--- src/rtl/cws_pkg.sv ---
package cws_pkg;

  localparam int RM_W      = 2;
  localparam int MASK_W    = 6;

  // legacy word layout
  localparam int LEG_RC_LSB   = 10;
  localparam int LEG_PC_LSB   = 8;
  localparam int LEG_MASK_LSB = 0;
  localparam int LEG_W        = 16;
  localparam logic [LEG_W-1:0] LEG_BASE = 16'h037F;

  // vector word layout
  localparam int SSE_RC_LSB   = 13;
  localparam int SSE_MASK_LSB = 7;
  localparam int SSE_FTZ_BIT  = 15;
  localparam int SSE_DAZ_BIT  = 6;
  localparam int SSE_W        = 16;
  localparam logic [SSE_W-1:0] SSE_BASE = 16'h1F80;

  typedef enum logic [RM_W-1:0] {
    RM_NEAREST = 2'd0,
    RM_DOWN    = 2'd1,
    RM_UP      = 2'd2,
    RM_ZERO    = 2'd3
  } rmode_e;

  typedef enum logic [1:0] {
    WARN_NONE     = 2'd0,
    WARN_UNMASK   = 2'd1,
    WARN_PREC_FTZ = 2'd2,
    WARN_DAZ      = 2'd3
  } warn_e;

  function automatic logic [LEG_W-1:0] fmt_legacy(input logic [RM_W-1:0] rm);
    logic [LEG_W-1:0] w;
    w = LEG_BASE;
    w[LEG_RC_LSB +: RM_W] = rm;
    return w;
  endfunction

  function automatic logic [SSE_W-1:0] fmt_sse(input logic [RM_W-1:0] rm);
    logic [SSE_W-1:0] w;
    w = SSE_BASE;
    w[SSE_RC_LSB +: RM_W] = rm;
    return w;
  endfunction

endpackage

--- src/rtl/cws_decode.sv ---
module cws_decode
  import cws_pkg::*;
#(
  parameter bit IS_SSE = 1'b0,
  parameter int WORD_W = 32
) (
  input  logic [WORD_W-1:0] word,
  output logic [RM_W-1:0]   rmode,
  output warn_e             code
);

  logic unused_bits;
  assign unused_bits = ^word;

  generate
    if (IS_SSE) begin : g_sse
      logic any_unmasked;
      assign any_unmasked = ~&word[SSE_MASK_LSB +: MASK_W];
      assign rmode        = word[SSE_RC_LSB +: RM_W];
      always_comb begin
        if (any_unmasked)          code = WARN_UNMASK;
        else if (word[SSE_FTZ_BIT]) code = WARN_PREC_FTZ;
        else if (word[SSE_DAZ_BIT]) code = WARN_DAZ;
        else                        code = WARN_NONE;
      end
    end else begin : g_leg
      logic any_unmasked;
      logic non_ext_prec;
      assign any_unmasked = ~&word[LEG_MASK_LSB +: MASK_W];
      assign non_ext_prec = ~&word[LEG_PC_LSB +: 2];
      assign rmode        = word[LEG_RC_LSB +: RM_W];
      always_comb begin
        if (any_unmasked)      code = WARN_UNMASK;
        else if (non_ext_prec) code = WARN_PREC_FTZ;
        else                   code = WARN_NONE;
      end
    end
  endgenerate

endmodule

--- src/rtl/cws_mode_reg.sv ---
module cws_mode_reg
  import cws_pkg::*;
(
  input  logic            clk,
  input  logic            rst_n,
  input  logic            we,
  input  logic [RM_W-1:0] d,
  output logic [RM_W-1:0] q
);

  always_ff @(posedge clk or negedge rst_n) begin
    if (!rst_n)  q <= RM_NEAREST;
    else if (we) q <= d;
  end

endmodule

--- src/rtl/cws_store_port.sv ---
module cws_store_port
  import cws_pkg::*;
#(
  parameter int WORD_W = 32
) (
  input  logic              clk,
  input  logic              rst_n,
  input  logic              req_valid,
  output logic              req_ready,
  input  logic              req_sel,
  input  logic [RM_W-1:0]   leg_rm,
  input  logic [RM_W-1:0]   sse_rm,
  output logic              rsp_valid,
  input  logic              rsp_ready,
  output logic [WORD_W-1:0] rsp_word,
  output logic              rsp_src
);

  logic              take;
  logic [WORD_W-1:0] next_word;

  assign req_ready = !rsp_valid || rsp_ready;
  assign take      = req_valid && req_ready;

  always_comb begin
    if (req_sel) next_word = WORD_W'(fmt_sse(sse_rm));
    else         next_word = WORD_W'(fmt_legacy(leg_rm));
  end

  always_ff @(posedge clk or negedge rst_n) begin
    if (!rst_n) begin
      rsp_valid <= 1'b0;
      rsp_word  <= '0;
      rsp_src   <= 1'b0;
    end else begin
      if (take) begin
        rsp_valid <= 1'b1;
        rsp_word  <= next_word;
        rsp_src   <= req_sel;
      end else if (rsp_ready) begin
        rsp_valid <= 1'b0;
      end
    end
  end

endmodule

--- src/rtl/cws_shadow.sv ---
module cws_shadow
  import cws_pkg::*;
#(
  parameter int WORD_W = 32
) (
  input  logic              clk,
  input  logic              rst_n,
  input  logic              ld_valid,
  output logic              ld_ready,
  input  logic              ld_sel,
  input  logic [WORD_W-1:0] ld_word,
  input  logic              st_req_valid,
  output logic              st_req_ready,
  input  logic              st_req_sel,
  output logic              st_valid,
  input  logic              st_ready,
  output logic [WORD_W-1:0] st_word,
  output logic              st_src,
  output logic              warn_valid,
  output logic              warn_src,
  output logic [1:0]        warn_code,
  output logic [RM_W-1:0]   x87_rmode,
  output logic [RM_W-1:0]   sse_rmode
);

  localparam int NREG = 2;

  logic [RM_W-1:0] dec_rm   [NREG];
  warn_e           dec_code [NREG];
  logic [RM_W-1:0] cur_rm   [NREG];
  logic            ld_take;
  warn_e           sel_code;

  assign ld_ready = 1'b1;
  assign ld_take  = ld_valid && ld_ready;

  generate
    for (genvar i = 0; i < NREG; i++) begin : g_reg
      cws_decode #(.IS_SSE(i == 1), .WORD_W(WORD_W)) u_dec (
        .word  (ld_word),
        .rmode (dec_rm[i]),
        .code  (dec_code[i])
      );
      cws_mode_reg u_mode (
        .clk   (clk),
        .rst_n (rst_n),
        .we    (ld_take && (ld_sel == (i == 1))),
        .d     (dec_rm[i]),
        .q     (cur_rm[i])
      );
    end
  endgenerate

  assign x87_rmode = cur_rm[0];
  assign sse_rmode = cur_rm[1];

  assign sel_code = ld_sel ? dec_code[1] : dec_code[0];

  always_ff @(posedge clk or negedge rst_n) begin
    if (!rst_n) begin
      warn_valid <= 1'b0;
      warn_src   <= 1'b0;
      warn_code  <= WARN_NONE;
    end else begin
      warn_valid <= ld_take && (sel_code != WARN_NONE);
      if (ld_take) begin
        warn_src  <= ld_sel;
        warn_code <= sel_code;
      end
    end
  end

  cws_store_port #(.WORD_W(WORD_W)) u_store (
    .clk       (clk),
    .rst_n     (rst_n),
    .req_valid (st_req_valid),
    .req_ready (st_req_ready),
    .req_sel   (st_req_sel),
    .leg_rm    (cur_rm[0]),
    .sse_rm    (cur_rm[1]),
    .rsp_valid (st_valid),
    .rsp_ready (st_ready),
    .rsp_word  (st_word),
    .rsp_src   (st_src)
  );

endmodule

--- config.mk ---
export PLATFORM = sky130hd
export DESIGN_NAME = cws_shadow
export DESIGN_NICKNAME = d
export VERILOG_FILES = /design/src/rtl/cws_pkg.sv /design/src/rtl/cws_decode.sv /design/src/rtl/cws_mode_reg.sv /design/src/rtl/cws_store_port.sv /design/src/rtl/cws_shadow.sv
export SDC_FILE = /design/constraint.sdc
export NUM_CORES = 1
export LEC_CHECK = 0
export ABC_AREA = 0
export CAP_MARGIN = 15
export CORE_MARGIN = 4
export CORE_UTILIZATION = 28
export CTS_BUF_LIST = sky130_fd_sc_hd__clkbuf_4
export DETAILED_ROUTE_END_ITERATION = 6
export PLACE_DENSITY = 0.79
export SYNTH_ARGS = -nofsm -noshare
export SYNTH_HDL_FRONTEND = slang
export SYNTH_SLANG_ARGS = --single-unit
--- constraint.sdc ---
create_clock -name clk -period 1.2 [get_ports clk]
set_clock_uncertainty 0.15 [all_clocks]
set_input_delay 0.24 -clock clk [delete_from_list [all_inputs] [get_ports clk]]
set_output_delay 0.24 -clock clk [all_outputs]
set_load 0.05 [all_outputs]
==> results of run 1 <==
-- kinds of logic after synthesis --
family / Yosys count / share of synthesized area
compound gates: 11 / 0.0802
simple gates: 25 / 0.139
buf+inv: 31 / 0.249
other cells: 2 / 0.00860
flops: 16 / 0.458
mux: 5 / 0.0645
-- stage by stage --
stage | hold slack, ns | setup TNS, ns
6_report | 0.105 | -3.00
2_1_floorplan | -0.206 | -1.23
3_5_place_dp | 0.374 | -5.03
5_1_grt | 0.113 | -4.28
4_1_cts | 0.130 | -3.27
3_3_place_gp | 0.365 | -4.72
-- worst max-delay path: cells and delay by family, from the launching register on --
kind | cells | cell delay, ns
buffers and inverters | 2 | 0.30
flip-flops | 1 | 0.44
-- path summary, 6_finish.rpt --
| path | startpoint | end | slack (ns) | depth (start not counted) |
|---|---|---|---|---|
| worst max-delay path | u_store.rsp_word[6] | st_word[5] | -0.21 | 2 |
| worst min-delay path | ld_valid | warn_src | 0.10 | 2 |
| worst max register to register | u_store.rsp_valid | u_store.rsp_word[12] | -0.07 | 4 |
| worst min register to register | u_store.rsp_word[6] | u_store.rsp_word[6] | 0.39 | 2 |
| max in group asynchronous | rst_n | u_store.rsp_word[9] | 0.63 | 2 |
| min in group asynchronous | rst_n | u_store.rsp_word[10] | 0.14 | 2 |
-- cells in the final DEF, fill, tap and decap left out, types with 2 or more instances in the layout --
cell type,count
mux2_4,2
conb_1,18
inv_1,3
nor2_1,4
nand2_1,6
o21ai_1,3
dfrtp_2,4
nand4_1,2
mux2_1,3
clkdlybuf4s15_1,2
clkdlybuf4s50_1,10
dfrtp_1,12
buf_4,13
buf_6,4
clkbuf_4,3
nand2_2,5
o21ai_2,2
dlygate4sd2_1,9
buf_12,28
nand2b_1,3
-- area by class of cell --
type | count | area, sq um | area share
sequential | 16 | 405 | 0.228
inverter | 3 | 11.3 | 0.00632
clock buffer | 3 | 22.5 | 0.0126
tap | 44 | 55.1 | 0.0309
timing repair buffer | 67 | 915 | 0.513
clock inverter | 1 | 3.75 | 0.00211
multi-input combinational | 59 | 369 | 0.207
-- state kept, by name, summed over array words and instances (netlist names) --
| name | flops |
|---|---|
| g.u_mode.q | 4 |
| u_store.rsp_valid | 1 |
| u_store.rsp_word | 7 |
| warn_code | 2 |
| warn_src | 1 |
| warn_valid | 1 |
-- synth_stat cells --
library cell,instances
a21boi_2,1
a21oi_1,1
a21oi_2,1
and2_1,1
and3_1,1
buf_4,27
clkbuf_1,1
conb_1,2
dfrtp_1,16
inv_1,3
mux2_1,5
nand2_1,12
nand2b_1,4
nand4_1,2
nor2_1,4
o21ai_0,1
o21ai_1,5
o22a_1,1
o22ai_1,1
or3_4,1
-- power groups by stage --
stage               Clock [mW]  Sequential (mW)  Combinational, mW
floorplan                    0            0.874              0.450
global placement             0            0.693               1.14
detailed placement           0            0.699               1.16
CTS                      0.296            0.682               1.21
global route             0.325            0.694               1.28
finish                   0.286            0.684               1.24
-- timing repair --
action                                  CTS  global route
endpoints found under the setup margin   33            36
gates resized for setup                  17            13
pin swaps                                 9             4
setup buffers                             8             4
gates cloned                              0             1
-- layer usage --
layer	track usage	wire length (um)	up-vias
met1	0.101	705	361
met4	0.0323	0	0
met5	0	0	-
met2	0.218	1330	40
li1	-	-	367
met3	0.0387	202	0
==> metrics.yaml, run 1 <==
drive_above_1_share: 0.450
num_antenna_cells: 0
gr-usage-all-layers: 0.109
clkSlewWorstSetupHoldPaths_ns: 0.10
criticalPathCategory: "register to primary output"
worst_setup_path_end_kind: "primary output"
num_vias: 768
slowest_stage: "dfrtp_2"
area_growth_pct: 104
grt_max_degree: 17
die_h_um: 63.9
initialDrtViolationCount: 17
power_mw: 2.21
drc_errors: 0
fill_cells: 265
grt_pass1_wl_mm: 3.45
antenna_found_initial: 0
utilization: 0.588
avgSynthCellArea_sq_um: 9.70
dr.pass1.iters: 4
yosysWarningCount: 0
cts_root_buf: "clkbuf_4"
clk_latency_ns: 0.28
p_per_area_nw_per_um2: 1240
hp-class: "primary input to register"
maxSlewViolCount: 0
htreeDepth: 1
synth_area_leaders: "dfrtp_1 (46%), buf_4 (23%), mux2_1 (6.4%), nand2_1 (5.2%), nand2b_1 (2.9%)"
dpl_cell_area_sq_um: 1620
setup_viol: 31
dp_hpwl_mm: 1.81
placed_cells: 177
internal_power_mw: 1.30
yosysSeqAreaShare: 0.458
syn_area_sq_um: 873
ir_drop_v: 0.000494
crit_chain: "buf_12, buf_12"
rsz0062_at_grt: "yes"
clock_sinks: 16
place.gp.congestion: 0.717
initial_core_util: 0.288
netlist_instances: 90
cts_hold_buf: 0
cts_buffer_depth: 2
wl_per_cell_um: 11.6
coreArea_sq_um: 3030
period_needed_ns: 1.41
rows: 20
p_switching_mw: 0.909
viasPerCell: 3.98
io_pins: 83
status: "finished, violations left"
dieWidth_um: 63.9
max_freq_mhz: 708
wl_mm: 2.24
violations: "setup timing"
yosysTopAreaCell: "dfrtp_1"
p_sw_frac: 0.411
dp_slack_ns: -0.611
ant_nets: 0
fin_area_sq_um: 1780
cpPeakStageDelay_ns: 0.44
grt-ovfl-total: 0
finalCritPeriodShare: 1.18
start_kind: "register"
instances_no_fill: 193
cts_tree: "built"
clkPwrFrac: 0.129
io_buffers: 48
finalHoldViolations: 0
p_leak_nw: 0.856
worstPathRequired_ns: 0.81
ys_seq_elements: 16
fp.dieArea_sq_um: 4080
grt_pass1_vias: 795
synth.top_cell.area_share: 0.458
cp.arrival_ns: 1.02
cp_max_fo: 7
seqPwrFrac: 0.309
synth_cell_type_count: 20
path_common_cell: "buf_12"
cts_buffers: 3
setup_slack_ns: -0.212
fin_nets: 189
drv_cap: 0
power_frac_comb: 0.561
No activity file was read; power rests on OpenSTA's default activity.
==> inputs of run 2 (changes only) <==
--- a/config.mk
+++ b/config.mk
@@ -8,10 +8,10 @@
 export ABC_AREA = 0
 export CAP_MARGIN = 15
 export CORE_MARGIN = 4
-export CORE_UTILIZATION = 28
+export CORE_UTILIZATION = 31
 export CTS_BUF_LIST = sky130_fd_sc_hd__clkbuf_4
 export DETAILED_ROUTE_END_ITERATION = 6
-export PLACE_DENSITY = 0.79
+export PLACE_DENSITY = 0.82
 export SYNTH_ARGS = -nofsm -noshare
 export SYNTH_HDL_FRONTEND = slang
 export SYNTH_SLANG_ARGS = --single-unit
==> constraint.sdc (replaced) <==
create_clock -name clk -period 1.53 [get_ports clk]
set_clock_uncertainty 0.15 [all_clocks]
set_input_delay 0.306 -clock clk [delete_from_list [all_inputs] [get_ports clk]]
set_output_delay 0.306 -clock clk [all_outputs]
set_load 0.05 [all_outputs]
==> run 2 against run 1 <==
Against the previous run: the run now ends clean; sequential power down 19%; wire length is 13% lower; flip-flop and latch count unchanged; utilization increased by 3.6 points; setup slack gained 0.24 ns; via count down 7.8%; die area is 8.5% lower; final cell count down 13%; first-iteration DRC count shrank 35%; design area is 9.2% lower; largest power group unchanged.
==> metrics.yaml, run 2 (synthesis results as in run 1) <==
status: "finished, final reports clean"
fin_nets: 178  # -5.8%
gr-usage-all-layers: 0.105  # -0.00424
drive_above_1_share: 0.319  # -0.131
max_freq_mhz: 668
grt_pass1_wl_mm: 2.95  # -15%
power_mw: 1.65  # -26%
criticalPathCategory: "primary input to primary output"
fin_area_sq_um: 1620  # -9.2%
seqPwrFrac: 0.336  # +0.027
die_h_um: 61.1  # -4.3%
grt_max_degree: 17  # unchanged
antenna_found_initial: 0  # unchanged
fp.dieArea_sq_um: 3730  # -8.5%
drv_cap: 0  # unchanged
final_common_cell: "buf_12"
clk_latency_ns: 0.28  # about the same
cp.arrival_ns: 1.04  # +0.02 ns
reg_top3: "u_store.rsp_word x7, g.u_mode.q x4, warn_code x2"
dp_slack_ns: -0.343  # +0.269 ns
setup_slack_ns: 0.0329  # +0.245 ns
wl_per_cell_um: 11.6  # +0.18%
io_buffers: 48  # unchanged
viasPerCell: 4.21  # +5.9%
finalCritPeriodShare: 0.979
coreArea_sq_um: 2590  # -14%
grt-ovfl-total: 0  # unchanged
rows: 18  # -10%
rsz0062_at_grt: "yes"
internal_power_mw: 0.977  # -25%
p_switching_mw: 0.670  # -26%
ir_drop_v: 0.000699  # +41%
area_growth_pct: 85.2
dp_hpwl_mm: 1.75  # -3.2%
fill_cells: 216  # -18%
worstPathRequired_ns: 1.07  # +0.26 ns
p_sw_frac: 0.407  # -0.00415
ant_nets: 0  # unchanged
finalHoldViolations: 0  # unchanged
cts_root_buf: "clkbuf_4"
p_leak_nw: 0.789  # -7.9%
worst_setup_path_end_kind: "primary output"
cts_buffers: 3  # unchanged
place.gp.congestion: 0.704  # -1.8%
clkPwrFrac: 0.145  # +0.016
num_antenna_cells: 0  # unchanged
htreeDepth: 1  # unchanged
ff2ff_setup_slack_ns: 0.33  # +0.40 ns
num_vias: 708  # -7.8%
initialDrtViolationCount: 11  # -6
placed_cells: 164  # -7.3%
dpl_cell_area_sq_um: 1570  # -3.0%
clkSlewWorstSetupHoldPaths_ns: 0.09  # about the same
drc_errors: 0  # unchanged
hp-class: "primary input to async pin"
initial_core_util: 0.337  # +0.0488
wl_mm: 1.95  # -13%
maxSlewViolCount: 0  # unchanged
cts_buffer_depth: 2  # unchanged
dieWidth_um: 61.1  # -4.3%
setup_viol: 0  # -100%
instances_no_fill: 168  # -13%
start_kind: "primary input"
clock_sinks: 16  # unchanged
cts_tree: "built"
power_frac_comb: 0.520  # -0.041
regMostFlops: "u_store.rsp_word"
io_pins: 83  # unchanged
timing.setup.tns_ns: 0  # +3.00 ns
largest_reg_flops: 7  # unchanged
final_cell_mix: "buf_12 (26), conb_1 (18), clkdlybuf4s50_1 (18), dfrtp_1 (14), nand2_1 (12)"
dr.pass1.iters: 4  # unchanged
grt_pass1_vias: 712  # -10%
cp_max_fo: 3  # -4
period_needed_ns: 1.50
p_per_area_nw_per_um2: 1020  # -18%
==> run 2: cell count changes in the layout (fill, tap and decap cells not counted), sizes merged <==
cell           before  now
clkdlybuf4s50      10   18
clkbuf              3    4
dlygate4sd2         9    0
buf                45   34
clkinv              1    0
clkdlybuf4s15       2    0
dlymetal6s2s        1    4
==> run 2: power groups by stage <==
stage               Sequential [mW]  Combinational (mW)  Clock (mW)
finish                        0.553               0.856       0.238
global route                  0.562               0.887       0.274
CTS                           0.553               0.864       0.252
detailed placement            0.561               0.864           0
global placement              0.556               0.854           0
floorplan                     0.685               0.344           0
==> run 2: repair_timing <==
action	in CTS	in global routing
buffers inserted	0	0
pin swaps	3	4
endpoints found under the setup margin	9	8
endpoints found under the hold margin	0	0
hold buffers	0	0
resized for setup	1	5
==> run 2: cell type report <==
cell class / instances / area (sq um) / share of cell area
Clock buffer: 4 / 30.0 / 0.0186
Inverter: 3 / 11.3 / 0.00696
Multi-Input combinational cell: 59 / 323 / 0.200
Sequential cell: 16 / 405 / 0.251
Tap cell: 30 / 37.5 / 0.0232
Timing Repair Buffer: 56 / 811 / 0.501
==> run 2: path summary, 6_finish.rpt <==
kind | start | endpoint | depth (start not counted)
worst max-delay path | st_ready | st_req_ready | 3
worst min-delay path | rst_n | u_store.rsp_word[12] | 2
worst max register to register | u_store.rsp_valid | u_store.rsp_word[6] | 5
worst min register to register | u_store.rsp_word[14] | u_store.rsp_word[14] | 2
max in group asynchronous | rst_n | u_store.rsp_word[6] | 2
min in group clk | u_store.rsp_word[14] | u_store.rsp_word[14] | 2
==> run 2: per-stage QoR <==
step                      hold slack, ns  utilization
after global placement             0.380        0.608
after floorplan                   -0.140            -
after global routing               0.208        0.625
final                              0.206        0.625
after CTS                          0.208        0.620
after detailed placement           0.388        0.608
==> run 2: per-layer routing <==
metal  up-vias  global-route usage  wire length, um
met5         -                   0                0
met2        47               0.204             1030
li1        342                   -                -
met1       317               0.106              660
met3         2              0.0210              247
met4         0              0.0464               12
==> run 2: worst max-delay path: stages <==
cell	delay, ns
clkdlybuf4s50_1	0.46
nand2b_4	0.14
buf_12	0.13
==> inputs of run 3 (changes only) <==
--- a/config.mk
+++ b/config.mk
@@ -6,6 +6,7 @@
 export NUM_CORES = 1
 export LEC_CHECK = 0
 export ABC_AREA = 0
+export ABC_CLOCK_PERIOD_IN_PS = 1530
 export CAP_MARGIN = 15
 export CORE_MARGIN = 4
 export CORE_UTILIZATION = 31
==> results of run 3 <==
Same layout as run 2: the final DEF is identical, and so are final timing and power.
